==> src/rtl/codir_rx_pkg.sv <==
package codir_rx_pkg;

    // Line decoder state: fixed widths, shared by decoder and its checks
    typedef struct packed {
        logic [1:0] ui_idx;     // unit interval expected on next tick
        logic       mark0;      // a mark was seen in the first interval
        logic       pol0;       // polarity of the first interval (1 = positive)
        logic       last_pol;   // polarity of the previous bit block
        logic       have_pol;   // last_pol is valid
        logic       bit_vld;
        logic       bit_val;
        logic       viol;
    } dec_state_t;

    // Source chosen for a PCM burst
    typedef enum logic {
        RD_REPEAT = 1'b0,
        RD_SLOT   = 1'b1
    } rd_src_e;

endpackage

==> src/rtl/codir_line_decode.sv <==
module codir_line_decode
    import codir_rx_pkg::*;
(
    input  logic clk,
    input  logic rst_n,
    input  logic pos_n,
    input  logic neg_n,
    input  logic tick,
    input  logic first,
    output logic bit_vld,
    output logic bit_val,
    output logic viol
);

    dec_state_t st_d, st_q;
    logic       mark_w;
    logic       pos_w;

    assign mark_w = !pos_n || !neg_n;
    assign pos_w  = !pos_n;

    always_comb begin
        st_d         = st_q;
        st_d.bit_vld = 1'b0;
        st_d.viol    = 1'b0;
        if (tick) begin
            if (first) begin
                st_d.ui_idx = 2'd1;
                st_d.mark0  = mark_w;
                st_d.pol0   = pos_w;
            end else begin
                st_d.ui_idx = st_q.ui_idx + 2'd1;
                if (st_q.ui_idx == 2'd1 && st_q.mark0) begin
                    st_d.bit_vld  = 1'b1;
                    st_d.bit_val  = mark_w;
                    st_d.viol     = st_q.have_pol && (st_q.pol0 == st_q.last_pol);
                    st_d.last_pol = st_q.pol0;
                    st_d.have_pol = 1'b1;
                end
            end
        end
    end

    always_ff @(posedge clk or negedge rst_n) begin
        if (!rst_n) st_q <= '0;
        else        st_q <= st_d;
    end

    assign bit_vld = st_q.bit_vld;
    assign bit_val = st_q.bit_val;
    assign viol    = st_q.viol;

    // a decoded bit follows a non-first unit-interval tick
    assert_bit_after_tick_R1: assert property (@(posedge clk) disable iff (!rst_n)
        bit_vld |-> $past(tick && !first));

    // a violation is only flagged together with a decoded bit
    assert_viol_with_bit_R2: assert property (@(posedge clk) disable iff (!rst_n)
        viol |-> bit_vld);

endmodule

==> src/rtl/codir_octet_frame.sv <==
module codir_octet_frame #(
    parameter int OCT_W      = 8,
    parameter int MISS_LIMIT = 8
) (
    input  logic             clk,
    input  logic             rst_n,
    input  logic             bit_vld,
    input  logic             bit_val,
    input  logic             viol,
    output logic             oct_vld,
    output logic [OCT_W-1:0] oct_data,
    output logic             oct_miss,
    output logic             alarm
);

    localparam int CW = $clog2(OCT_W);
    localparam int MW = $clog2(MISS_LIMIT + 1);
    localparam logic [CW-1:0] LAST = CW'(OCT_W - 1);
    localparam logic [MW-1:0] LIM  = MW'(MISS_LIMIT);

    typedef struct packed {
        logic [OCT_W-1:0] sr;
        logic [CW-1:0]    cnt;
        logic             locked;
        logic [MW-1:0]    misses;
        logic             vld;
        logic [OCT_W-1:0] data;
        logic             miss;
    } frm_t;

    frm_t fr_d, fr_q;
    logic [OCT_W-1:0] sr_next;

    always_comb begin
        fr_d     = fr_q;
        fr_d.vld = 1'b0;
        sr_next  = {bit_val, fr_q.sr[OCT_W-1:1]};
        if (bit_vld) begin
            fr_d.sr = sr_next;
            if (viol) begin
                fr_d.vld    = 1'b1;
                fr_d.data   = sr_next;
                fr_d.miss   = 1'b0;
                fr_d.cnt    = '0;
                fr_d.locked = 1'b1;
                fr_d.misses = '0;
            end else if (fr_q.locked && fr_q.cnt == LAST) begin
                fr_d.vld    = 1'b1;
                fr_d.data   = sr_next;
                fr_d.miss   = 1'b1;
                fr_d.cnt    = '0;
                fr_d.misses = (fr_q.misses == LIM) ? LIM : fr_q.misses + 1'b1;
            end else begin
                fr_d.cnt = fr_q.cnt + 1'b1;
            end
        end
    end

    always_ff @(posedge clk or negedge rst_n) begin
        if (!rst_n) begin
            fr_q        <= '0;
            fr_q.misses <= LIM;
        end else begin
            fr_q <= fr_d;
        end
    end

    assign oct_vld  = fr_q.vld;
    assign oct_data = fr_q.data;
    assign oct_miss = fr_q.miss;
    assign alarm    = (fr_q.misses == LIM);

    // octets are only produced from a decoded bit
    assert_octet_from_bit_R2: assert property (@(posedge clk) disable iff (!rst_n)
        oct_vld |-> $past(bit_vld));

    // alarm clears only on a received violation
    assert_alarm_clear_R5: assert property (@(posedge clk) disable iff (!rst_n)
        $fell(alarm) |-> $past(bit_vld && viol));

    // alarm sets only on a bit without a violation
    assert_alarm_set_R5: assert property (@(posedge clk) disable iff (!rst_n)
        $rose(alarm) |-> $past(bit_vld && !viol));

endmodule

==> src/rtl/codir_slip_buf.sv <==
module codir_slip_buf
    import codir_rx_pkg::*;
#(
    parameter int OCT_W = 8
) (
    input  logic             clk,
    input  logic             rst_n,
    input  logic             oct_vld,
    input  logic [OCT_W-1:0] oct_data,
    input  logic             oct_miss,
    input  logic             pcm_ce,
    input  logic             slot,
    input  logic             keep,
    input  logic             force_ones,
    output logic             pcm_out,
    output logic             del_flag,
    output logic             rep_flag
);

    localparam int BW = $clog2(OCT_W + 1);
    localparam logic [BW-1:0] NBITS = BW'(OCT_W);

    typedef struct packed {
        logic [1:0][OCT_W-1:0] slot_data;
        logic [1:0]            slot_miss;
        logic [1:0]            fresh;
        logic                  wptr;
        logic [OCT_W-1:0]      last_data;
        logic                  last_miss;
        logic [OCT_W-1:0]      sh;
        logic                  cur_miss;
        logic [BW-1:0]         nbit;
        logic                  slot_prev;
        logic                  pcm;
        logic                  del;
        logic                  rep;
    } sb_t;

    sb_t sb_d, sb_q;
    rd_src_e          src;
    logic             sidx;
    logic [OCT_W-1:0] pick;
    logic             pick_miss;
    logic [1:0]       fresh_rd;

    always_comb begin
        sb_d     = sb_q;
        sb_d.del = 1'b0;
        fresh_rd = sb_q.fresh;

        // oldest unread slot first, otherwise repeat
        if (sb_q.fresh[sb_q.wptr]) begin
            src  = RD_SLOT;
            sidx = sb_q.wptr;
        end else if (sb_q.fresh[!sb_q.wptr]) begin
            src  = RD_SLOT;
            sidx = !sb_q.wptr;
        end else begin
            src  = RD_REPEAT;
            sidx = sb_q.wptr;
        end
        pick      = (src == RD_SLOT) ? sb_q.slot_data[sidx] : sb_q.last_data;
        pick_miss = (src == RD_SLOT) ? sb_q.slot_miss[sidx] : sb_q.last_miss;

        if (pcm_ce) begin
            sb_d.slot_prev = slot;
            if (slot && !sb_q.slot_prev) begin
                if (src == RD_SLOT) fresh_rd[sidx] = 1'b0;
                sb_d.last_data = pick;
                sb_d.last_miss = pick_miss;
                sb_d.cur_miss  = pick_miss;
                sb_d.rep       = (src == RD_REPEAT);
                sb_d.sh        = pick >> 1;
                sb_d.nbit      = BW'(1);
                sb_d.pcm       = (force_ones || (pick_miss && !keep)) ? 1'b1 : pick[0];
            end else if (slot && sb_q.nbit < NBITS) begin
                sb_d.sh   = sb_q.sh >> 1;
                sb_d.nbit = sb_q.nbit + 1'b1;
                sb_d.pcm  = (force_ones || (sb_q.cur_miss && !keep)) ? 1'b1 : sb_q.sh[0];
            end else begin
                sb_d.pcm = 1'b1;
                if (!slot) sb_d.rep = 1'b0;
            end
        end

        sb_d.fresh = fresh_rd;
        if (oct_vld) begin
            sb_d.slot_data[sb_q.wptr] = oct_data;
            sb_d.slot_miss[sb_q.wptr] = oct_miss;
            sb_d.del                  = fresh_rd[sb_q.wptr];
            sb_d.fresh[sb_q.wptr]     = 1'b1;
            sb_d.wptr                 = !sb_q.wptr;
        end
    end

    always_ff @(posedge clk or negedge rst_n) begin
        if (!rst_n) begin
            sb_q           <= '0;
            sb_q.pcm       <= 1'b1;
            sb_q.last_data <= '1;
        end else begin
            sb_q <= sb_d;
        end
    end

    assign pcm_out  = sb_q.pcm;
    assign del_flag = sb_q.del;
    assign rep_flag = sb_q.rep;

    // outside the selected window the output idles high
    assert_idle_high_R7: assert property (@(posedge clk) disable iff (!rst_n)
        (pcm_ce && !slot) |=> pcm_out);

    // output moves only after a PCM enable (glitch-free, registered)
    assert_pcm_stable_R8: assert property (@(posedge clk) disable iff (!rst_n)
        !pcm_ce |=> $stable(pcm_out));

    // forced ones reach the output on the next enable
    assert_force_ones_R6: assert property (@(posedge clk) disable iff (!rst_n)
        (pcm_ce && force_ones) |=> pcm_out);

    // a discard follows an octet write
    assert_del_after_write_R9: assert property (@(posedge clk) disable iff (!rst_n)
        del_flag |-> $past(oct_vld));

    // the repeat flag only changes on a PCM enable
    assert_rep_stable_R10: assert property (@(posedge clk) disable iff (!rst_n)
        !pcm_ce |=> $stable(rep_flag));

endmodule

==> src/rtl/codir_rx_deframer.sv <==
module codir_rx_deframer #(
    parameter int OCT_W      = 8,
    parameter int MISS_LIMIT = 8
) (
    input  logic clk,
    input  logic rst_n,
    input  logic line_pos_n,
    input  logic line_neg_n,
    input  logic rec_tick,
    input  logic rec_first,
    input  logic pcm_ce,
    input  logic slot_a,
    input  logic slot_b,
    input  logic slot_pick,
    input  logic keep_on_miss,
    input  logic force_ones,
    output logic pcm_out,
    output logic octet_alarm,
    output logic slip_del,
    output logic slip_rep
);

    logic             bit_vld;
    logic             bit_val;
    logic             viol;
    logic             oct_vld;
    logic [OCT_W-1:0] oct_data;
    logic             oct_miss;
    logic             slot_sel;

    assign slot_sel = slot_pick ? slot_a : slot_b;

    codir_line_decode u_dec (
        .clk     (clk),
        .rst_n   (rst_n),
        .pos_n   (line_pos_n),
        .neg_n   (line_neg_n),
        .tick    (rec_tick),
        .first   (rec_first),
        .bit_vld (bit_vld),
        .bit_val (bit_val),
        .viol    (viol)
    );

    codir_octet_frame #(
        .OCT_W      (OCT_W),
        .MISS_LIMIT (MISS_LIMIT)
    ) u_frm (
        .clk      (clk),
        .rst_n    (rst_n),
        .bit_vld  (bit_vld),
        .bit_val  (bit_val),
        .viol     (viol),
        .oct_vld  (oct_vld),
        .oct_data (oct_data),
        .oct_miss (oct_miss),
        .alarm    (octet_alarm)
    );

    codir_slip_buf #(
        .OCT_W (OCT_W)
    ) u_buf (
        .clk        (clk),
        .rst_n      (rst_n),
        .oct_vld    (oct_vld),
        .oct_data   (oct_data),
        .oct_miss   (oct_miss),
        .pcm_ce     (pcm_ce),
        .slot       (slot_sel),
        .keep       (keep_on_miss),
        .force_ones (force_ones),
        .pcm_out    (pcm_out),
        .del_flag   (slip_del),
        .rep_flag   (slip_rep)
    );

endmodule

==> config.mk <==
export PLATFORM = sky130hd
export DESIGN_NAME = codir_rx_deframer
export DESIGN_NICKNAME = d
export VERILOG_FILES = /design/src/rtl/codir_rx_pkg.sv /design/src/rtl/codir_line_decode.sv /design/src/rtl/codir_octet_frame.sv /design/src/rtl/codir_slip_buf.sv /design/src/rtl/codir_rx_deframer.sv
export SDC_FILE = /design/constraint.sdc
export NUM_CORES = 1
export LEC_CHECK = 0
export CAP_MARGIN = 25
export CORE_ASPECT_RATIO = 0.75
export CORE_MARGIN = 2
export CORE_UTILIZATION = 40
export DETAILED_ROUTE_END_ITERATION = 10
export PLACE_DENSITY = 0.64
export REMOVE_ABC_BUFFERS = 1
export SETUP_SLACK_MARGIN = 0.02
export SYNTH_ARGS = -nofsm -noshare
export SYNTH_HDL_FRONTEND = slang
export SYNTH_SLANG_ARGS = --single-unit
==> constraint.sdc <==
create_clock -name clk -period 3.15 [get_ports clk]
set_input_delay 0.315 -clock clk [delete_from_list [all_inputs] [get_ports clk]]
set_output_delay 0.315 -clock clk [all_outputs]
set_load 0.02 [all_outputs]
==> Word level (Yosys, flattened, before mapping) <==
Cells that the tools add are included.
{ "word_totals": {"rom_bits": 0, "word_cells": 126, "output_inout_bits": 4, "ramBits": 0, "memories": 0, "input_bits": 12, "ff_bits": 81, "latch_bits": 0} }
{ "classes": {"n_bitwise": 5, "order_cmp": 6, "reduce_logical": 26, "mul": 0, "addsub": 4, "div": 0, "eq_ne": 6, "muxes": 51, "shift": 0} }
{ "ops": {"columns": ["operator", "n"], "rows": [
  ["8-bit two-way mux", 6],
  ["14-bit two-way mux", 2],
  ["1-bit two-way mux", 24],
  ["3-bit two-way mux", 6],
  ["16-bit bitwise mux", 1],
  ["4-bit two-way mux", 3],
  ["10-bit two-way mux", 1],
  ["2-bit AND reduction", 5],
  ["1-bit logical AND", 9],
  ["4-bit by 1-bit adder with 4-bit output (second input constant)", 2],
  ["8-bit demux with 1-bit select", 1],
  ["2-bit two-way mux", 4],
  ["1-bit by 2-bit < comparator with 1-bit output (second input constant)", 3],
  ["3-bit AND reduction", 2],
  ["1-bit zero test", 5],
  ["4-bit equality test (second input constant)", 1],
  ["4-bit < comparator (second input constant)", 1],
  ["2-bit nonzero test", 2],
  ["3-bit by 1-bit adder with 3-bit output (second input constant)", 1],
  ["3-bit equality test (second input constant)", 1],
  ["1-bit logical OR", 3],
  ["2-bit by 1-bit adder with 2-bit output (second input constant)", 1],
  ["2-bit bitwise AND", 1],
  ["2-bit bitwise mux", 1],
  ["other kinds (9)", 12]
]} }

==> Depth between registers and ports, before layout <==
Gate-level depths: netlist of the first run.
{ "logic_depth": {"depth_word": 17, "mapped_depth": 7, "mapped_depth_nobuf": 6} }

==> By module <==
Synthesis of the first run repeated with hierarchy kept, for this count alone.
{ "hier_totals": {"cells_unflattened": 298, "hier_area_um2": 3608.5} }
{ "by_module_without_submodules": {"columns": ["mod", "area_each_um2", "cells_per_inst", "n_inst"], "rows": [
  ["codir_slip_buf", 2089.5, 180, 1],
  ["codir_octet_frame", 1129.8, 89, 1],
  ["codir_line_decode", 374.1, 28, 1],
  ["codir_rx_deframer", 15.0, 1, 1]
]} }

==> Least setup slack after synthesis of the first run <==
Ideal clock, no wire load.
{ "synth_path": {"path_kind": "register to register", "startpoint": "reg u_frm.fr_q[15] (netlist bit)", "endpoint": "reg u_frm.fr_q, in the netlist u_frm.oct_data[0]", "arrival_time_ns": 1.616, "setup_slack_ns": 1.410, "synth_period_minus_slack_ns": 1.740, "path_stages_with_launch": 7, "setup_ns": 0.125, "n_path_buf": 1, "path_cell_list": "dfrtp_1 > ha_1 > ha_1 > a21oi_1 > nand2b_1 > buf_2 > mux2_2"} }
{ "synth_between": {"elab_chain_len": 4} }
{ "synth_rtl": {"columns": ["item", "line", "text"], "rows": [
  ["start, declared", "codir_octet_frame.sv:31", "frm_t fr_d, fr_q;"],
  ["start signal, assigned", "codir_octet_frame.sv:64", "fr_q <= fr_d;"],
  ["3-bit equality test", "codir_octet_frame.sv:47", "end else if (fr_q.locked && fr_q.cnt == LAST) begin"],
  ["1-bit logical AND", "codir_octet_frame.sv:47", null],
  ["2-bit nonzero test (no line)", null, null],
  ["2-bit AND reduction (no line)", null, null]
]} }
No other way between the ends.
A chain may end at the register's enable or synchronous reset.

==> Worst setup path after layout of the first run <==
{ "layout_path": {"startpoint": "in slot_pick", "endpoint": "reg u_buf.sb_q[19] (netlist bit)"} }
{ "layout_between": {"elab_chain_len": 3} }
{ "layout_rtl": {"columns": ["item", "line", "text"], "rows": [
  ["start, declared", "codir_rx_deframer.sv:14", "input logic slot_pick,"],
  ["1-bit two-way mux", "codir_rx_deframer.sv:31", "assign slot_sel = slot_pick ? slot_a : slot_b;"],
  ["1-bit logical AND", "codir_slip_buf.sv:67", "if (slot && !sb_q.slot_prev) begin"],
  ["2-bit AND reduction (no line)", null, null],
  ["end, declared", "codir_slip_buf.sv:39", "sb_t sb_d, sb_q;"]
]} }
No other way between the ends.

==> impl_metrics.json, run 1 <==
{
  "start_util_pct": 41.7,
  "track_usage_pct": 13.6,
  "clock_sinks": 79,
  "cts.hold.buffers_added": 0,
  "wire_per_inst_um": 14.1,
  "die_y_um": 85.9,
  "setup_viol": 0,
  "first_pass_iters": 7,
  "antenna_found_initial": 0,
  "hold_viol": 0,
  "drt_iter0_drc": 130,
  "drive_above_1_share_pct": 26.9,
  "ys_seq_area_share_pct": 55.7,
  "gp_congestion": 0.800,
  "synthesis.area_mm2": 0.00357,
  "cts.clk_slew.worst_paths_ps": 60,
  "final_nets": 333,
  "rsz0062_at_grt": "no",
  "routed_wl_um": 6030,
  "slew_violations": 0,
  "post_cts_buffers": 0,
  "fin_skew_ps": 4.72,
  "cellLeakagePower_uw": 0.00194,
  "outcome": "complete, but fails checks",
  "root_buffer": "clkbuf_16",
  "hpwlAfterDp_um": 4010,
  "cts_resized": 0,
  "r2r-start": "u_frm.fr_q[15]",
  "ant_nets": 0,
  "layout_min_cycle_time_ps": 2160,
  "setup_ws_ps": 990,
  "area_delta_synth_final_pct": 16.3,
  "rows": 29,
  "synth_edf_count": 0,
  "fp.coreArea_mm2": 0.00856,
  "worstPathRequired_ps": 3410,
  "n_fill_cell": 757,
  "arrival_ps": 2420,
  "irDropWorstVdd_mv": 0.325,
  "overflow": 0,
  "yosysUniqueCellTypes": 49,
  "antenna_cells": 0,
  "synth-seq-cells": 79,
  "period_share_pct": 68.6,
  "worst_pin_slew_ps": 822,
  "synth_area_per_cell_um2": 11.9,
  "async_reset_ff_share_pct": 100,
  "mostFrequentLayoutCell": "dfrtp_1",
  "crit_type": "in2reg",
  "postPlaceCellArea_mm2": 0.00377,
  "grt_pass1_wl_um": 10300,
  "remaining_drc_errors": 2,
  "dpl_worst_slack_ps": 667,
  "cts_inserted_buffers": 9,
  "grt_max_degree": 80,
  "pin_count": 16,
  "postSynthCellCount": 301,
  "final_cell_area_mm2": 0.00416,
  "synth-warning-count": 0,
  "setup_tns_ps": 0,
  "numPortBuffers": 15,
  "grt_pass1_vias": 2118,
  "cp-end-kind": "register",
  "failed_checks": "DRC",
  "path_max_fanout": 25,
  "holdWs_ps": 327,
  "worstSetupStartpointType": "primary input",
  "critPathLaunch": "slot_pick",
  "vias": 2234,
  "cts_tree": "yes",
  "die_width_um": 113,
  "die_area_mm2": 0.00972,
  "layout_common_cells": "dfrtp_1 (69), mux2_2 (46), nor2_1 (31)",
  "min_path_type": "in2async",
  "postLayoutCoreUtil_pct": 48.6,
  "vias_per_cell": 5.22,
  "worstSkewPairLatency_ps": 330,
  "relSlewSlack_pct": 45.2,
  "fmax_mhz": 463,
  "clock_path_buffers": 2,
  "synth_flop_cell": "dfrtp_1",
  "cts_max_level": 3,
  "powerDensity_mw_per_mm2": 777,
  "drv_cap": 0
}
==> flip-flops by register name (all words and copies together), names as in the netlist, 6 cells and up <==
| signal | cells |
|---|---|
| u_buf.sb_q | 42 |
| u_dec.st_q | 6 |
| u_frm.fr_q | 15 |
| u_frm.oct_data | 8 |
==> synthesized netlist by cell type (3+ instances only) <==
master | number | area, um2
nor2b_1 | 3 | 18.8
a21oi_1 | 6 | 30.0
ha_1 | 6 | 75.1
dfrtp_1 | 69 | 1730
buf_2 | 3 | 15.0
a22oi_1 | 6 | 45.0
nor2_1 | 31 | 116
or3_1 | 3 | 18.8
inv_1 | 12 | 45.0
clkbuf_1 | 6 | 22.5
a22o_1 | 3 | 26.3
o31ai_1 | 11 | 82.6
nand3_1 | 5 | 25.0
a31oi_1 | 3 | 18.8
nand2b_1 | 3 | 18.8
mux2_2 | 46 | 518
o21ai_0 | 11 | 55.1
dfstp_2 | 10 | 263
nand2_1 | 20 | 75.1
and3_1 | 3 | 18.8
o22ai_1 | 3 | 18.8
==> power by group <==
part | switching (uW) | leakage [uW] | internal [uW]
Sequential | 186 | 0.00101 | 1270
Combinational | 285 | 0.000764 | 315
Clock | 399 | 0.000166 | 776
==> worst paths after layout <==
kind | cells after the start | slack, ps | to
setup / recovery | 5 | 990 | u_buf.sb_q[19]
hold / removal | 2 | 330 | u_buf.sb_q[6]
setup reg to reg | 5 | 1150 | u_frm.oct_data[7]
hold reg to reg | 1 | 470 | u_dec.st_q[3]
max in group asynchronous | 3 | 2230 | u_buf.sb_q[24]
min in group clk | 1 | 470 | u_dec.st_q[3]
==> through the flow <==
step | total power [uW] | std cells
floorplan | 1880 | 286
global placement | 2040 | 409
detailed placement | 2060 | 409
CTS | 3260 | 425
global route | 3420 | 428
finish | 3230 | 428
==> final cells by class <==
cell class | count | area [um2] | area share (%)
timing repair buffer | 18 | 193 | 4.63
clock inverter | 7 | 120 | 2.89
inverter | 14 | 52.6 | 1.26
multi-input combinational | 193 | 1440 | 34.7
tap | 108 | 135 | 3.25
clock buffer | 9 | 225 | 5.42
sequential | 79 | 1990 | 47.8
==> cell families (layout without fill, tap and decap cells) <==
family                   after synthesis  count (layout)  synth area share (%)
multiplexers                          49              49                  15.5
adder cells (fa/ha/maj)                7               7                  2.48
AO/OA/AOI/OAI                         55              55                  11.1
AND/OR/NAND/NOR                       80              80                  10.9
flip-flops                            79              79                  55.7
XOR/XNOR                               2               2                 0.490
buffers and inverters                 29              48                  3.96
==> worst max-delay path, stage by stage <==
cell and delay [ps]:
clkdlybuf4s50_1 500, mux2i_1 420, or3_1 720, nor2_1 160, mux2_2 300
==> routing by layer <==
metal	vias to the layer above	global-route usage [%]	share of wire (%)
li1	1095	-	-
met1	1095	18.9	50
met2	36	20.1	45
met3	8	4.24	3.8
met4	0	4.99	1.5
met5	-	0	0
Power figures use the tool's default switching activity.
==> inputs of run 2 (changes only) <==
- PLACE_DENSITY: 0.64 -> 0.66
- clock period: 3.15 -> 1.95 ns (I/O delays scaled with it)
==> impl_metrics.json, run 2 (synthesis results as in run 1) <==
{
  "powerDensity_mw_per_mm2": 1180,
  "wire_per_inst_um": 14.1,
  "r2r_slack_ps": 180,
  "largest_register_ffs": 42,
  "grt_pass1_vias": 2257,
  "grt_max_degree": 40,
  "path_cells": "ha_1 -> ha_1 -> a21oi_1 -> nand2b_1 -> buf_12 -> mux2_2",
  "die_area_mm2": 0.00972,
  "worstSetupStartpointType": "register",
  "antenna_cells": 0,
  "setup_tns_ps": 0,
  "failed_checks": "DRC",
  "p_int_uw": 3470,
  "rsz0062_at_grt": "no",
  "p_switching_uw": 1460,
  "irDropWorstVdd_mv": 0.480,
  "track_usage_pct": 14.1,
  "first_pass_iters": 7,
  "cts.clk_slew.worst_paths_ps": 60,
  "vias": 2322,
  "layout_min_cycle_time_ps": 1770,
  "dpl_worst_slack_ps": 128,
  "layout_common_cells": "dfrtp_1 (69), mux2_2 (46), nor2_1 (31)",
  "top_register": "u_buf.sb_q",
  "pwr-share-clk_pct": 31.9,
  "fmax_mhz": 565,
  "outcome": "complete, but fails checks",
  "root_buffer": "clkbuf_16",
  "path_max_fanout": 12,
  "mostFrequentLayoutCell": "dfrtp_1",
  "fp.coreArea_mm2": 0.00856,
  "fin_skew_ps": 5.57,
  "slew_violations": 0,
  "clock_path_buffers": 2,
  "cts_tree": "yes",
  "cts_max_level": 3,
  "drv_cap": 0,
  "ant_nets": 0,
  "rows": 29,
  "pwr-share-comb_pct": 20.6,
  "worstPathRequired_ps": 2170,
  "die_width_um": 113,
  "gp_congestion": 0.783,
  "final_nets": 344,
  "crit_type": "reg2reg",
  "antenna_found_initial": 0,
  "relSlewSlack_pct": 67.5,
  "reg2reg_to": "u_frm.oct_data[5]",
  "hold_viol": 0,
  "slowest_delay_ps": 380,
  "vias_per_cell": 5.29,
  "worstSkewPairLatency_ps": 330,
  "post_cts_buffers": 0,
  "pin_count": 16,
  "slowest_stage": "dfrtp_1",
  "cp-end-kind": "register",
  "setup_viol": 0,
  "setup_ws_ps": 181,
  "p_total_uw": 4930,
  "hpwlAfterDp_um": 4490,
  "sw_frac_of_total_pct": 29.5,
  "min_path_type": "in2async",
  "area_delta_synth_final_pct": 16.8,
  "clock_sinks": 79,
  "die_y_um": 85.9,
  "r2r_cells": 6,
  "arrival_ps": 1990,
  "overflow": 0,
  "period_share_pct": 90.7,
  "drt_iter0_drc": 181,
  "r2r-start": "u_frm.fr_q[15]",
  "pwr-share-seq_pct": 47.5,
  "remaining_drc_errors": 2,
  "drive_above_1_share_pct": 29.3,
  "start_util_pct": 41.7,
  "cellLeakagePower_uw": 0.00196,
  "routed_wl_um": 6210,
  "critPathMostFrequentCell": "ha_1",
  "numPortBuffers": 15,
  "grt_pass1_wl_um": 10800,
  "cts_inserted_buffers": 9,
  "worst_pin_slew_ps": 488
}
run 2: metal layers:
metal / wire (um) / up-vias / global-route usage, %
met5: 0 / - / 0
met4: 110 / 0 / 4.66
met3: 235 / 11 / 4.81
met2: 2730 / 34 / 21.5
met1: 3130 / 1153 / 19.2
li1: - / 1124 / -
run 2: power by group through the flow:
stage          sequential, uW  clock [uW]  combinational [uW]
2_1_floorplan            2300           0                 744
3_3_place_gp             2340           0                 990
3_5_place_dp             2360           0                1020
4_1_cts                  2340        1620                1030
5_1_grt                  2390        1700                1160
6_report                 2340        1570                1020
run 2: how the worst max path moves through the flow:
| stage | cells past startpoint | to | startpoint | slack, ps |
|---|---|---|---|---|
| finish | 6 | u_frm.oct_data[5] | u_frm.fr_q[15] | 180 |
| global route | 6 | u_frm.oct_data[6] | u_frm.fr_q[15] | 70 |
| CTS | 6 | u_frm.oct_data[5] | u_frm.fr_q[15] | 170 |
| detailed placement | 5 | u_buf.sb_q[19] | pcm_ce | 130 |
| global placement | 6 | u_buf.sb_q[27] | pcm_ce | 160 |
| floorplan | 5 | u_frm.oct_data[0] | u_frm.fr_q[15] | 190 |
run 2: what timing repair did:
action | CTS | global route
hold buffers | 1 | 0
gates resized for setup | 1 | 0
hold endpoints to repair | 29 | 0
endpoints found under the setup margin | 1 | 0
run 2: critical path, delay by kind of cell, from the launching register on:
kind                     cells  cell delay [ps]
flip-flops                   1              380
AO/OA/AOI/OAI                1              200
AND/OR/NAND/NOR              1              180
buffers and inverters        1              150
adder cells (fa/ha/maj)      2              410
multiplexers                 1              330
run 2: stage by stage:
step                utilization [%]  instances  hold slack [ps]  cell area (um2)
floorplan                         -        286             -101             3490
global placement               45.3        422              195             3880
detailed placement             45.3        422              200             3880
CTS                            48.7        439              386             4170
global route                   48.7        439              412             4170
finish                         48.7        439              372             4170
run 2: layout make-up:
class	count	area, um2
Clock buffer	9	225
Clock inverter	7	61.3
Fill cell	764	4390
Inverter	14	52.6
Multi-Input combinational cell	193	1440
Sequential cell	79	1990
Tap cell	108	135
Timing Repair Buffer	29	267
==> inputs of run 3 (changes only) <==
- CORE_MARGIN: 2 -> not set
- CORE_UTILIZATION: 40 -> 54
- PLACE_DENSITY: 0.66 -> 0.75
==> impl_metrics.json, run 3 (synthesis results as in run 1) <==
{
  "numPortBuffers": 15,
  "first_pass_iters": 5,
  "layout_common_cells": "dfrtp_1 (69), mux2_2 (46), nor2_1 (31)",
  "drt_iter0_drc": 99,
  "relSlewSlack_pct": 70.0,
  "postLayoutCoreUtil_pct": 64.1,
  "fmax_mhz": 556,
  "grt_busiest_layer": "met2",
  "grtUsageMet3_pct": 7.86,
  "cts.clk_slew.worst_paths_ps": 80,
  "sw_frac_of_total_pct": 28.9,
  "met2_usage_pct": 29.5,
  "setup_tns_ps": 0,
  "layout_min_cycle_time_ps": 1800,
  "crit_type": "reg2reg",
  "final_cell_area_mm2": 0.00407,
  "outcome": "finished, final reports clean",
  "start_util_pct": 56.3,
  "period_share_pct": 92.3,
  "r2r-start": "u_frm.fr_q[15]",
  "cts_tree": "yes",
  "irDropWorstVdd_mv": 0.524,
  "wire_per_inst_um": 14.7,
  "slowest_stage": "dfrtp_1",
  "cellLeakagePower_uw": 0.00193,
  "routed_wl_um": 6030,
  "vias_per_cell": 5.60,
  "cts_inserted_buffers": 9,
  "postPlaceCellArea_mm2": 0.00385,
  "powerDensity_mw_per_mm2": 1140,
  "antenna_found_initial": 0,
  "cp-end-kind": "register",
  "overflow": 0,
  "n_fill_cell": 480,
  "grt_max_degree": 47,
  "hpwlAfterDp_um": 4120,
  "drive_above_1_share_pct": 28.8,
  "arrival_ps": 2030,
  "rsz0062_at_grt": "no",
  "min_path_type": "in2async",
  "area_delta_synth_final_pct": 13.9,
  "mostFrequentLayoutCell": "dfrtp_1",
  "pwr-share-clk_pct": 27.8,
  "antenna_cells": 0,
  "worstSkewPairLatency_ps": 350,
  "gp_congestion": 0.719,
  "cts_max_level": 3,
  "die_width_um": 96.0,
  "clock_path_buffers": 2,
  "root_buffer": "clkbuf_8",
  "worstPathRequired_ps": 2180,
  "pwr-share-comb_pct": 21.6,
  "pwr-share-seq_pct": 50.6,
  "vias": 2301,
  "path_cells": "ha_1 -> ha_1 -> a21oi_1 -> nand2b_1 -> buf_12 -> mux2_2",
  "rows": 25,
  "die_area_mm2": 0.00695,
  "ant_nets": 0,
  "grt_pass1_vias": 2207,
  "track_usage_pct": 19.8,
  "path_max_fanout": 10,
  "fp.coreArea_mm2": 0.00635,
  "crit_family": "adder cells",
  "p_total_uw": 4630,
  "worstSetupStartpointType": "register",
  "pin_count": 16,
  "worst_pin_slew_ps": 449,
  "p_switching_uw": 1340,
  "p_int_uw": 3290,
  "setup_viol": 0,
  "largest_register_ffs": 42,
  "cp.buffers_inverters": 1,
  "drv_cap": 0,
  "fin_skew_ps": 8.82,
  "remaining_drc_errors": 0,
  "die_y_um": 72.5,
  "post_cts_buffers": 0,
  "hold_viol": 0,
  "critPathMostFrequentCell": "ha_1",
  "clock_sinks": 79,
  "slew_violations": 0,
  "top_register": "u_buf.sb_q",
  "grt_pass1_wl_um": 10200,
  "met1_usage_pct": 26.8,
  "critPathLaunch": "u_frm.fr_q[15]",
  "slowest_delay_ps": 380,
  "final_nets": 343
}
## run 3: cell count changes in the layout (fill, tap and decap cells not counted)
cell / before / now
buf_12: 1 / 2
buf_4: 13 / 11
bufinv_16: 0 / 2
clkbuf_1: 0 / 1
clkbuf_16: 9 / 0
clkbuf_8: 0 / 9
clkinv_2: 0 / 2
inv_6: 4 / 0
inv_8: 1 / 0
## run 3: what timing repair did
item | 4_1_cts | 5_1_grt
gates resized for setup | 1 | 0
endpoints found under the hold margin | 31 | 0
hold buffers | 1 | 0
endpoints found under the setup margin | 1 | 0
## run 3: per-layer routing
layer | share of wire (%) | vias to the layer above
li1 | - | 1120
met1 | 50 | 1135
met2 | 45 | 37
met3 | 4.0 | 9
met4 | 1.3 | 0
met5 | 0 | -
## run 3: worst register-to-register path, cell delays in order (launching register included)
cell      delay [ps]
dfrtp_1          380
ha_1             200
ha_1             200
a21oi_1          170
nand2b_1         230
buf_12           160
mux2_2           330
## run 3: worst paths after layout
check | endpoint | slack (ps) | cells after the start
setup / recovery | u_frm.oct_data[4] | 150 | 6
hold / removal | u_buf.sb_q[6] | 340 | 2
setup reg to reg | u_frm.oct_data[4] | 150 | 6
hold reg to reg | u_buf.sb_q[24] | 470 | 2
max in group asynchronous | u_buf.sb_q[20] | 960 | 3
min in group clk | u_dec.bit_val | 440 | 2
## run 3: metrics by stage
stage                     hold WS [ps]  worst slack (ps)  instances
after CTS                          324               154        411
final                              336               151        411
after global placement             168               107        394
after global routing               371              41.6        411
after floorplan                   -101               192        286
after detailed placement           171              49.1        394
## run 3: power by group through the flow
stage          logic (uW)  registers (uW)  clock network, uW
2_1_floorplan         744            2300                  0
3_3_place_gp          957            2350                  0
3_5_place_dp          993            2370                  0
4_1_cts              1010            2340               1330
5_1_grt              1130            2400               1400
6_report             1000            2340               1290
## run 3: final cells by class
cell class	count	area [um2]	area share, %
well taps	81	101	2.49
repair buffers	28	272	6.67
inverters	14	52.6	1.29
clock buffers	10	128	3.13
multi-input cells	193	1440	35.5
clock inverters	6	85.1	2.09
flip-flops and latches	79	1990	48.9
